<file path="config.mk">
export PLATFORM = sky130hd
export DESIGN_NAME = iqcmd_sequencer
export DESIGN_NICKNAME = d
export VERILOG_FILES = /design/src/rtl/iqs_pkg.sv /design/src/rtl/iqs_cadence.sv /design/src/rtl/iqs_trigger.sv /design/src/rtl/iqcmd_sequencer.sv
export SDC_FILE = /design/constraint.sdc
export NUM_CORES = 1
export LEC_CHECK = 0
export BUFFER_PORTS_ARGS = -buffer_cell sky130_fd_sc_hd__buf_2
export CORE_MARGIN = 1
export CORE_UTILIZATION = 55
export DETAILED_ROUTE_END_ITERATION = 6
export PLACE_DENSITY = 0.88
export SLEW_MARGIN = 0
export SYNTH_ARGS = -nofsm -noshare
export SYNTH_HDL_FRONTEND = slang
export SYNTH_HIERARCHICAL = 1
export SYNTH_SLANG_ARGS = --single-unit
</file>
<file path="constraint.sdc">
create_clock -name clk -period 2.1 [get_ports clk]
set_input_delay 0.21 -clock clk [delete_from_list [all_inputs] [get_ports clk]]
set_output_delay 0.21 -clock clk [all_outputs]
set_load 0.005 [all_outputs]
</file>
<file path="src/rtl/iqs_pkg.sv">
package iqs_pkg;
    typedef enum logic [1:0] {
        TAG_IQ   = 2'b00,
        TAG_LO   = 2'b01,
        TAG_AMP  = 2'b10,
        TAG_TRIG = 2'b11
    } word_tag_e;

    typedef enum logic [1:0] {
        ST_WAIT   = 2'd0,
        ST_RUN    = 2'd1,
        ST_SETTLE = 2'd2
    } seq_state_e;
endpackage

</file>
<file path="src/rtl/iqs_cadence.sv">
module iqs_cadence #(
    parameter int DIV = 2
) (
    input  logic clk,
    input  logic rst_n,
    output logic tick
);
    localparam int CW = (DIV > 1) ? $clog2(DIV) : 1;

    logic [CW-1:0] cnt;

    initial begin
        assert (DIV >= 2) else $error("sample cadence must be at least 2 cycles");
    end

    always_ff @(posedge clk) begin
        if (!rst_n)                  cnt <= '0;
        else if (cnt == CW'(DIV-1))  cnt <= '0;
        else                         cnt <= cnt + 1'b1;
    end

    assign tick = (cnt == CW'(DIV-1));

    AST_TICK_SPACED: assert property (@(posedge clk) disable iff (!rst_n)
        tick |=> !tick);
endmodule

</file>
<file path="src/rtl/iqs_trigger.sv">
module iqs_trigger #(
    parameter int TRIG_GAP = 100000,
    parameter int TW_W     = 8
) (
    input  logic            clk,
    input  logic            rst_n,
    input  logic            req,
    input  logic [TW_W-1:0] req_width,
    input  logic            emit,
    output logic            pend,
    output logic            trig
);
    localparam int GW = $clog2(TRIG_GAP + 1);

    logic [TW_W-1:0] width_q;
    logic [TW_W-1:0] hold;
    logic [GW-1:0]   gap;
    logic            fire;

    assign fire = pend && (gap == '0) && emit;

    always_ff @(posedge clk) begin
        if (!rst_n) begin
            pend    <= 1'b0;
            width_q <= '0;
            hold    <= '0;
            gap     <= '0;
            trig    <= 1'b0;
        end else begin
            if (req) begin
                pend    <= 1'b1;
                width_q <= req_width;
            end else if (fire) begin
                pend    <= 1'b0;
            end
            if (fire) begin
                trig <= 1'b1;
                hold <= (width_q == '0) ? '0 : width_q - 1'b1;
                gap  <= GW'(TRIG_GAP - 1);
            end else begin
                if (gap != '0) gap <= gap - 1'b1;
                if (trig) begin
                    if (hold == '0) trig <= 1'b0;
                    else            hold <= hold - 1'b1;
                end
            end
        end
    end

    AST_TRIG_FROM_ARMED: assert property (@(posedge clk) disable iff (!rst_n)
        $rose(trig) |-> $past(pend));
endmodule

</file>
<file path="src/rtl/iqcmd_sequencer.sv">
module iqcmd_sequencer
    import iqs_pkg::*;
#(
    parameter int SAMP_W     = 12,
    parameter int LO_W       = 24,
    parameter int GAIN_W     = 4,
    parameter int TW_W       = 8,
    parameter int SAMPLE_DIV = 2,
    parameter int LO_SETTLE  = 20000,
    parameter int AMP_SETTLE = 1000,
    parameter int TRIG_GAP   = 100000,
    localparam int WORD_W    = 2*SAMP_W + 2
) (
    input  logic              clk,
    input  logic              rst_n,
    input  logic              in_valid,
    input  logic [WORD_W-1:0] in_word,
    output logic              in_ready,
    output logic [SAMP_W-1:0] iq_i,
    output logic [SAMP_W-1:0] iq_q,
    output logic              iq_stb,
    output logic [LO_W-1:0]   lo_freq,
    output logic              lo_stb,
    output logic [GAIN_W-1:0] gain_state,
    output logic              trig_out,
    output logic              underrun
);
    localparam int PAY_W   = 2*SAMP_W;
    localparam int SET_MAX = (LO_SETTLE > AMP_SETTLE) ? LO_SETTLE : AMP_SETTLE;
    localparam int SCW     = $clog2(SET_MAX + 1);
    localparam int GCW     = $clog2(TRIG_GAP + 1) + 1;

    seq_state_e       state, state_nx;
    logic [SCW-1:0]   settle_cnt;
    word_tag_e        tag;
    logic [PAY_W-1:0] pay;
    logic             tick, trig_pend;
    logic             take_iq, take_lo, take_amp, take_trig;

    assign tag = word_tag_e'(in_word[WORD_W-1 -: 2]);
    assign pay = in_word[PAY_W-1:0];

    iqs_cadence #(.DIV(SAMPLE_DIV)) u_cad (
        .clk   (clk),
        .rst_n (rst_n),
        .tick  (tick)
    );

    always_comb begin
        in_ready = 1'b0;
        if (state != ST_SETTLE) begin
            if (tick)                in_ready = (tag == TAG_IQ);
            else if (tag == TAG_TRIG) in_ready = !trig_pend;
            else                     in_ready = (tag != TAG_IQ);
        end
    end

    assign take_iq   = in_valid && in_ready && (tag == TAG_IQ);
    assign take_lo   = in_valid && in_ready && (tag == TAG_LO);
    assign take_amp  = in_valid && in_ready && (tag == TAG_AMP);
    assign take_trig = in_valid && in_ready && (tag == TAG_TRIG);

    iqs_trigger #(.TRIG_GAP(TRIG_GAP), .TW_W(TW_W)) u_trig (
        .clk       (clk),
        .rst_n     (rst_n),
        .req       (take_trig),
        .req_width (pay[TW_W-1:0]),
        .emit      (take_iq),
        .pend      (trig_pend),
        .trig      (trig_out)
    );

    always_comb begin
        state_nx = state;
        unique case (state)
            ST_WAIT, ST_RUN: begin
                if (take_lo || take_amp) state_nx = ST_SETTLE;
                else if (take_iq)        state_nx = ST_RUN;
            end
            ST_SETTLE: if (settle_cnt == '0) state_nx = ST_WAIT;
            default:   state_nx = ST_WAIT;
        endcase
    end

    always_ff @(posedge clk) begin
        if (!rst_n) begin
            state      <= ST_WAIT;
            settle_cnt <= '0;
        end else begin
            state <= state_nx;
            if (take_lo)                                    settle_cnt <= SCW'(LO_SETTLE - 1);
            else if (take_amp)                              settle_cnt <= SCW'(AMP_SETTLE - 1);
            else if (state == ST_SETTLE && settle_cnt != '0) settle_cnt <= settle_cnt - 1'b1;
        end
    end

    always_ff @(posedge clk) begin
        if (!rst_n) begin
            iq_i       <= '0;
            iq_q       <= '0;
            iq_stb     <= 1'b0;
            lo_freq    <= '0;
            lo_stb     <= 1'b0;
            gain_state <= '0;
            underrun   <= 1'b0;
        end else begin
            iq_stb <= 1'b0;
            lo_stb <= 1'b0;
            if (take_iq) begin
                iq_i   <= pay[PAY_W-1:SAMP_W];
                iq_q   <= pay[SAMP_W-1:0];
                iq_stb <= 1'b1;
            end else if (take_lo || take_amp) begin
                iq_i <= '0;
                iq_q <= '0;
            end else if (tick && state == ST_RUN) begin
                iq_i     <= '0;
                iq_q     <= '0;
                iq_stb   <= 1'b1;
                underrun <= 1'b1;
            end
            if (take_lo) begin
                lo_freq <= pay[LO_W-1:0];
                lo_stb  <= 1'b1;
            end
            if (take_amp) gain_state <= pay[GAIN_W-1:0];
        end
    end

    logic           trig_d;
    logic [GCW-1:0] since_trig;
    always_ff @(posedge clk) begin
        if (!rst_n) begin
            trig_d     <= 1'b0;
            since_trig <= GCW'(TRIG_GAP);
        end else begin
            trig_d <= trig_out;
            if (trig_out && !trig_d)           since_trig <= GCW'(1);
            else if (since_trig < GCW'(TRIG_GAP)) since_trig <= since_trig + 1'b1;
        end
    end

    AST_LO_STB_SETTLE: assert property (@(posedge clk) disable iff (!rst_n)
        lo_stb |-> (state == ST_SETTLE));
    AST_LO_STB_SINGLE: assert property (@(posedge clk) disable iff (!rst_n)
        lo_stb |=> !lo_stb);
    AST_SETTLE_ZERO: assert property (@(posedge clk) disable iff (!rst_n)
        (state == ST_SETTLE) |-> (iq_i == '0 && iq_q == '0 && !iq_stb));
    AST_STB_ON_TICK: assert property (@(posedge clk) disable iff (!rst_n)
        iq_stb |-> $past(tick));
    AST_TRIG_ALIGN: assert property (@(posedge clk) disable iff (!rst_n)
        $rose(trig_out) |-> iq_stb);
    AST_TRIG_SPACING: assert property (@(posedge clk) disable iff (!rst_n)
        (trig_out && !trig_d) |-> (since_trig >= GCW'(TRIG_GAP)));
    AST_UNDERRUN_STICKY: assert property (@(posedge clk) disable iff (!rst_n)
        underrun |=> underrun);
endmodule

</file>
==> flow_summary.toml, run 1 <==
[setup_path]
end_kind = "output pin"
slowest_delay_ns = 0.46
cp.arrival_ns = 1.82
path_cells = "nor2b_1, buf_4, a2111oi_0, buf_2"
cp_top_family = "compound AO/OA/AOI/OAI gates"
r2r_cells = 7
required_ns = 1.89
reg2reg_slack_ns = 0.08
critPathMaxFanout = 9
cp_num_buf_inv = 2
timing.rr.start = "u_trig/gap[1]$_SDFFE_PN0P_"
worstSetupStartpointType = "flop"
regToRegEndpoint = "u_trig/hold[2]$_SDFFE_PN0P_"
path_class = "flop to output pin"
slowest_stage = "a2111oi_0"

[routing]
vias = 4404
drtIter0Drc = 345
drcViolationCount = 0
drtAntennaViolNets = 0
drt-pass1-iter-count = 5
viasPerCell = 5.94
wl_per_cell_um = 16.5
routed_wl_mm = 12.3

[synth]
synth_edf_count = 0
yosysSeqAreaShare = 0.457
netlist_area_sq_um = 4740
synth_ff_type = "dfxtp_1"
synth_top_area_frac = 0.457
syn-num-nets = 566
yosysTopAreaCell = "dfxtp_1"
async_flop_share = 0
ys_warn_count = 6
synthTopCellsByArea = "dfxtp_1, nand2_1, a21oi_1"
ys_ff_latch = 108
synth_cells = 531
avgSynthCellArea_sq_um = 8.92
yosysUniqueCellTypes = 63

[sta]
timing.final.crit_share = 0.969
relSlewSlack = 0.555
hold_viol = 0
whs_ns = 0.0381
final_max_slew_viol_count = 0
fin_tns_setup_ns = 0
maxClockFrequency_ghz = 0.492
finalSetupViolCount = 0
tightest_slew_ns = 0.658
clock_skew_ns = 0.0154
fin_crit_ns = 2.03

[layout]
nets = 667
area_delta_synth_final_pct = 20.6
drive_gt1_frac = 0.257
finalNonFillerCells = 742
n_antenna_cell = 0
final_common_cell = "dfxtp_1"
final_util = 0.691
final_cell_mix = "dfxtp_1, buf_2, nand2_1"
final_area_sq_um = 5710

[job]
max-cap-violations = 0

[place]
post_dp_cell_area_sq_um = 5430
place_congestion = 0.975
dpl.hpwl_mm = 8.59
dp_cells = 725
port_buffers = 85

[global_routing]
grt_pass1_wl_mm = 19.8
grt-ovfl-total = 0
antenna_found_initial = 0
grt_max_degree = 40
grt.total_usage = 0.282
grt_pass1_vias = 4251

[power_and_ir_drop]
p_sw_frac = 0.367
p_comb_frac = 0.341
peakVddDrop_mv = 0.671
p_switching_uw = 2160
p_int_uw = 3720
leakage_uw = 0.00239
seq_power_share = 0.422
power.clock.fraction = 0.237
p_per_area_nw_per_um2 = 1030

[outcome]
status = "complete, no violations"

[clock_network]
cts_tree = "yes"
htree_num_levels = 3
clkSinkCount = 108
worstSkewPairLatency_ns = 0.39
ctsLongestPathBuffers = 2
cts_root_buffer = "clkbuf_8"
cts_buffers = 9
clk_pin_slew_ns = 0.12

[hold_path]
holdPathStages = 2
min_path_type = "input pin to flop"
hold_start = "in_word[19]"
hold_path_end = "iq_i[7]$_SDFFE_PN0P_"

[floorplanning]
die_h_um = 94.8
start_util = 0.573
io_pins = 86
die_w_um = 94.8
fp.dieArea_sq_um = 8990
core_sq_um = 8260
rows = 33
## power by group through the flow
stage / clock network, uW / registers [uW] / logic (uW)
global route: 1490 / 2510 / 2210
floorplan: 0 / 2460 / 1300
global placement: 0 / 2490 / 1770
detailed placement: 0 / 2510 / 1850
finish: 1390 / 2480 / 2010
CTS: 1410 / 2460 / 1870
## how the worst max path moves through the flow
stage / from / endpoint / slack [ns] / cells past startpoint
3_5_place_dp: u_cad/tick$_SDFF_PP0_ / iq_q[3]$_SDFFE_PN0P_ / 0.04 / 4
4_1_cts: u_trig/gap[1]$_SDFFE_PN0P_ / u_trig/hold[2]$_SDFFE_PN0P_ / 0.03 / 7
3_3_place_gp: u_cad/tick$_SDFF_PP0_ / iq_i[4]$_SDFFE_PN0P_ / 0.13 / 4
5_1_grt: u_trig/gap[1]$_SDFFE_PN0P_ / u_trig/hold[3]$_SDFFE_PN0P_ / -0.01 / 7
2_1_floorplan: u_cad/tick$_SDFF_PP0_ / u_trig/hold[2]$_SDFFE_PN0P_ / 0.16 / 7
6_report: state[1]$_SDFFE_PN0P_ / in_ready / 0.07 / 4
## timing repair
item	4_1_cts	5_1_grt
hold buffers	0	0
endpoints found under the setup margin	17	16
resized for setup	1	7
buffers inserted	0	1
pin swaps	0	2
## cells by family after synthesis
group | Yosys count | synth area share
XOR/XNOR | 14 | 0.0259
multiplexers | 20 | 0.0436
buffers and inverters | 41 | 0.0341
AND/OR/NAND/NOR | 219 | 0.244
AO/OA/AOI/OAI | 123 | 0.180
flip-flops | 108 | 0.457
adder cells (fa/ha/maj) | 6 | 0.0159
## final cells by class
class,count,area (sq um)
clock buffers,9,124
clock inverters,7,103
fillers,630,2550
inverters,14,52.6
multi-input cells,382,2470
flip-flops and latches,108,2160
well taps,105,131
repair buffers,117,666
## routing by layer
| metal | global-route usage | wire, um | up-vias |
|---|---|---|---|
| met3 | 0.0797 | 767 | 27 |
| met5 | 0 | 0 | - |
| met1 | 0.329 | 4980 | 2116 |
| met4 | 0.102 | 223 | 0 |
| li1 | - | - | 2120 |
| met2 | 0.489 | 6310 | 141 |
## per-stage QoR
stage | total power [uW] | setup WS (ns)
2_1_floorplan | 3760 | 0.162
3_5_place_dp | 4360 | 0.0386
5_1_grt | 6210 | -0.0137
4_1_cts | 5740 | 0.0328
6_report | 5880 | 0.0657
3_3_place_gp | 4260 | 0.132
## synth_stat cells, types with 10 or more instances
master / number
xnor2_1: 10
clkbuf_1: 19
nor3_1: 19
mux2i_1: 15
nor2_1: 47
a21oi_1: 43
dfxtp_1: 108
inv_1: 14
nor4_1: 10
nand2_1: 72
a211oi_1: 12
a22o_1: 24
## flip-flops by register name (all words and copies together), names as in the netlist
signal,count
gain_state,4
u_trig/hold,8
settle_cnt,15
iq_stb,1
u_cad/tick,1
u_trig/pend,1
u_trig/width_q,8
underrun,1
lo_stb,1
state,2
iq_i,12
lo_freq,24
iq_q,12
u_trig/gap,17
u_trig/trig,1
Power figures use the tool's default switching activity.
==> run 2, diff against run 1 <==
==> constraint.sdc (replaced) <==
create_clock -name clk -period 1.9 [get_ports clk]
set_input_delay 0.19 -clock clk [delete_from_list [all_inputs] [get_ports clk]]
set_output_delay 0.19 -clock clk [all_outputs]
set_load 0.005 [all_outputs]
==> flow_summary.toml, run 2 (same netlist as run 1, synthesis figures left out) <==
[outcome]
status = "finished with violations"
violations = "setup timing"

[clock_network]
cts_tree = "yes"
worstSkewPairLatency_ns = 0.38
clkSinkCount = 108
cts_root_buffer = "clkbuf_8"
htree_num_levels = 3
cts_buffers = 9
ctsLongestPathBuffers = 2
clk_pin_slew_ns = 0.12

[floorplanning]
die_w_um = 94.8
fp.dieArea_sq_um = 8990
rows = 33
start_util = 0.573
io_pins = 86
core_sq_um = 8260
die_h_um = 94.8

[sta]
relSlewSlack = 0.686
final_max_slew_viol_count = 0
finalSetupViolCount = 3
hold_viol = 0
final.setup.worst_slack_ns = -0.0122
maxClockFrequency_ghz = 0.523
tightest_slew_ns = 0.466
rsz0062_at_grt = "true"
fin_crit_ns = 1.91
whs_ns = 0.0330
clock_skew_ns = 0.0170
timing.final.crit_share = 1.01

[routing]
routed_wl_mm = 12.6
vias = 4502
drcViolationCount = 0
drt-pass1-iter-count = 4
wl_per_cell_um = 16.4
viasPerCell = 5.85
drtAntennaViolNets = 0
drtIter0Drc = 216

[global_routing]
grt_pass1_vias = 4332
grt-ovfl-total = 0
grt.total_usage = 0.274
antenna_found_initial = 0
grt_max_degree = 40
grt_pass1_wl_mm = 19.5

[job]
max-cap-violations = 0

[place]
dp_cells = 750
dpl.hpwl_mm = 8.68
post_dp_cell_area_sq_um = 5640
place_congestion = 0.946
port_buffers = 85

[power_and_ir_drop]
power.clock.fraction = 0.213
p_sw_frac = 0.370
leakage_uw = 0.00255
p_per_area_nw_per_um2 = 1120
seq_power_share = 0.403
p_comb_frac = 0.384
peakVddDrop_mv = 0.581
p_switching_uw = 2490
p_int_uw = 4240

[layout]
final_area_sq_um = 6040
n_antenna_cell = 0
nFillCells = 589
final_common_cell = "dfxtp_1"
largest_reg_flops = 24
multi_input_comb_area_sq_um = 2580
nets = 694
top_regs = "lo_freq (24), u_trig/gap (17), settle_cnt (15)"
area_delta_synth_final_pct = 27.5
regMostFlops = "lo_freq"
finalNonFillerCells = 769
drive_gt1_frac = 0.333
final_cell_mix = "dfxtp_1, buf_2, nand2_1"
regArea_sq_um = 2170

[setup_path]
cp_num_buf_inv = 1
crit_start = "state[0]$_SDFFE_PN0P_"
slowest_stage = "or4_1"
slowest_delay_ns = 0.51
cp_top_family = "simple AND/OR/NAND/NOR gates"
end_kind = "flop"
critPathMaxFanout = 4
path_cells = "nand2b_4, nand4_1, inv_1, nand2_1, or3_4, or4_1, o21ai_1"
required_ns = 2.20
timing.rr.start = "state[0]$_SDFFE_PN0P_"
path_class = "flop to flop"
worstSetupStartpointType = "flop"
cp.arrival_ns = 2.22

[hold_path]
min_path_type = "input pin to flop"
hold_start = "in_word[13]"
run 2: cell count changes in the layout (fill, tap and decap cells not counted), moves of 3 or more:
| cell | change |
|---|---|
| buf_4 | +23 |
| dfxtp_1 | -5 |
| dfxtp_2 | +5 |
| inv_1 | -4 |
| inv_2 | +4 |
| buf_6 | +3 |
run 2: final timing paths:
kind | endpoint | slack (ns) | depth (start not counted)
min | iq_i[1]$_SDFFE_PN0P_ | 0.03 | 2
max reg2reg | u_trig/hold[2]$_SDFFE_PN0P_ | -0.01 | 7
max | u_trig/hold[2]$_SDFFE_PN0P_ | -0.01 | 7
min reg2reg | lo_freq[11]$_SDFFE_PN0P_ | 0.46 | 2
run 2: layer usage:
metal,routed length (um),track usage
met5,0,0
met4,234,0.0997
met3,643,0.0660
met2,6590,0.494
met1,5180,0.313
run 2: power groups by stage:
stage	Combinational (uW)	Clock (uW)	Sequential, uW
detailed placement	2250	0	2730
CTS	2350	1450	2690
global placement	2170	0	2720
floorplan	1450	0	2730
global route	2800	1530	2740
finish	2590	1430	2710
run 2: cell type report:
| class | count | share of cell area |
|---|---|---|
| inverter | 14 | 0.00871 |
| timing repair buffer | 144 | 0.148 |
| multi-input combinational | 382 | 0.427 |
| clock buffer | 9 | 0.0205 |
| tap | 105 | 0.0218 |
| clock inverter | 7 | 0.0151 |
| sequential | 108 | 0.359 |
run 2: timing repair:
item / CTS / global route
resized for setup: 8 / 36
pin swaps: 2 / 14
hold buffers: 0 / 0
buffers inserted: 1 / 2
endpoints found under the setup margin: 30 / 47
run 2: metrics by stage:
stage	total power (uW)	setup WS (ns)	setup TNS (ns)	util
detailed placement	4980	-0.0797	-0.260	0.683
CTS	6490	-0.0206	-0.0215	0.713
floorplan	4180	0.00699	0	-
global placement	4880	0.0226	0	0.683
finish	6730	-0.0122	-0.0241	0.731
global route	7070	-0.0948	-0.431	0.731
==> run 3, diff against run 2 <==
--- a/config.mk
+++ b/config.mk
@@ -6,12 +6,15 @@
 export NUM_CORES = 1
 export LEC_CHECK = 0
 export BUFFER_PORTS_ARGS = -buffer_cell sky130_fd_sc_hd__buf_2
+export CORE_ASPECT_RATIO = 0.7
 export CORE_MARGIN = 1
 export CORE_UTILIZATION = 55
 export DETAILED_ROUTE_END_ITERATION = 6
+export HOLD_SLACK_MARGIN = 0.08
 export PLACE_DENSITY = 0.88
 export SLEW_MARGIN = 0
 export SYNTH_ARGS = -nofsm -noshare
 export SYNTH_HDL_FRONTEND = slang
 export SYNTH_HIERARCHICAL = 1
 export SYNTH_SLANG_ARGS = --single-unit
+export TNS_END_PERCENT = 1
==> flow_summary.toml, run 3 (same netlist as run 1, synthesis figures left out) <==
[setup_path]
cp.arrival_ns = 2.44
required_ns = 2.12
critPathMaxFanout = 5
path_class = "flop to flop"
r2r_cells = 7
worstSetupStartpointType = "flop"
end_kind = "flop"

[global_routing]
antenna_found_initial = 1
grt_max_degree = 40
grt_pass1_vias = 4530
grt_pass1_wl_mm = 22.9
grt-ovfl-total = 0
grt.total_usage = 0.330

[sta]
timing.final.crit_share = 1.17
hold_viol = 0
tightest_slew_ns = 0.546
final_max_slew_viol_count = 0
finalSetupViolCount = 22
relSlewSlack = 0.634
final.setup.worst_slack_ns = -0.323
rsz0062_at_grt = "true"
fin_crit_ns = 2.22
clock_skew_ns = 0.0161
maxClockFrequency_ghz = 0.450

[power_and_ir_drop]
p_per_area_nw_per_um2 = 1170
peakVddDrop_mv = 1.27
leakage_uw = 0.00268
power_uw = 7390

[routing]
viasPerCell = 6.80
wl_per_cell_um = 22.3
drcViolationCount = 31
vias = 5316
drtAntennaViolNets = 0
routed_wl_mm = 17.5
drt-pass1-iter-count = 7
drtIter0Drc = 1002

[layout]
area_delta_synth_final_pct = 33.0
top_regs = "lo_freq (24), u_trig/gap (17), settle_cnt (15)"
final_common_cell = "dfxtp_1"
finalNonFillerCells = 782
nets = 710
nFillCells = 449
drive_gt1_frac = 0.329
regMostFlops = "lo_freq"
largest_reg_flops = 24
final_cell_mix = "dfxtp_1, buf_2, nand2_1"

[clock_network]
clk_pin_slew_ns = 0.09
cts_tree = "yes"
htree_num_levels = 3
ctsLongestPathBuffers = 2
cts_root_buffer = "clkbuf_16"
worstSkewPairLatency_ns = 0.36
cts_buffers = 9
clkSinkCount = 108

[floorplanning]
die_w_um = 113
core_sq_um = 8110
start_util = 0.584
io_pins = 86
die_h_um = 79.6
rows = 27
fp.dieArea_sq_um = 8990

[job]
max-cap-violations = 0

[hold_path]
holdPathStages = 2
min_path_type = "input pin to flop"

[outcome]
violations = "DRC, setup timing"
status = "finished with violations"

[place]
dpl.hpwl_mm = 9.42
place_congestion = 0.957
port_buffers = 85
dp_cells = 749
place_ws_ns = -0.105
==> run 3: changes by cell type in the layout (fill, tap and decap cells not counted), sizes merged <==
cell	before	now
inv	17	18
buf	144	146
dlygate4sd3	0	14
clkbuf	9	10
clkinv	4	2
diode	0	1
==> run 3: worst max-delay path: stages, from the launching register on <==
cell and delay, ns:
dfxtp_2 0.33, inv_2 0.07, ha_4 0.16, or4b_4 0.51, o41ai_4 0.36, buf_4 0.21
o21ai_1 0.09, a31oi_1 0.35
==> run 3: final timing paths <==
path | startpoint | to | slack, ns
hold reg to reg | lo_freq[22]$_SDFFE_PN0P_ | lo_freq[22]$_SDFFE_PN0P_ | 0.45
hold / removal | in_word[21] | iq_i[9]$_SDFFE_PN0P_ | 0.07
setup / recovery | settle_cnt[1]$_SDFFE_PN0P_ | settle_cnt[6]$_SDFFE_PP0P_ | -0.32
setup reg to reg | settle_cnt[1]$_SDFFE_PN0P_ | settle_cnt[6]$_SDFFE_PP0P_ | -0.32
==> run 3: final cells by class <==
| class | count | area [sq um] | share of cell area |
|---|---|---|---|
| Antenna cell | 1 | 2.50 | 0.000397 |
| Timing Repair Buffer | 160 | 1050 | 0.166 |
| Inverter | 14 | 52.6 | 0.00834 |
| Sequential cell | 108 | 2170 | 0.344 |
| Clock buffer | 10 | 239 | 0.0379 |
| Tap cell | 101 | 126 | 0.0201 |
| Multi-Input combinational cell | 382 | 2610 | 0.415 |
| Clock inverter | 6 | 53.8 | 0.00854 |
==> run 3: power by group <==
group / switching [uW] / leakage [uW] / internal (uW)
Sequential: 243 / 0.000878 / 2480
Clock: 918 / 0.000147 / 955
Combinational: 1560 / 0.00166 / 1230
Total: 2720 / 0.00268 / 4660
==> run 3: stage by stage <==
| stage | util | hold WS, ns | setup TNS [ns] | cell area [sq um] |
|---|---|---|---|---|
| after detailed placement | 0.698 | 0.417 | -0.433 | 5660 |
| after global routing | 0.777 | 0.0822 | -2.55 | 6300 |
| final | 0.777 | 0.0748 | -1.84 | 6300 |
| after CTS | 0.758 | 0.0812 | -0.0299 | 6140 |
| after floorplan | - | 0.308 | 0 | 4750 |
| after global placement | 0.698 | 0.417 | -0.0354 | 5660 |
==> run 3: repair_timing <==
action                                  in CTS  in global routing
buffers inserted                             1                  1
pin swaps                                    2                 14
gates resized for setup                     11                 38
endpoints found under the hold margin       13                  1
hold buffers                                13                  1
endpoints found under the setup margin      19                 38
==> run 3: metal layers <==
| metal | part of all wire | global-route usage |
|---|---|---|
| met3 | 0.13 | 0.0774 |
| met2 | 0.42 | 0.525 |
| met1 | 0.37 | 0.428 |
| met4 | 0.077 | 0.149 |
| met5 | 0 | 0 |
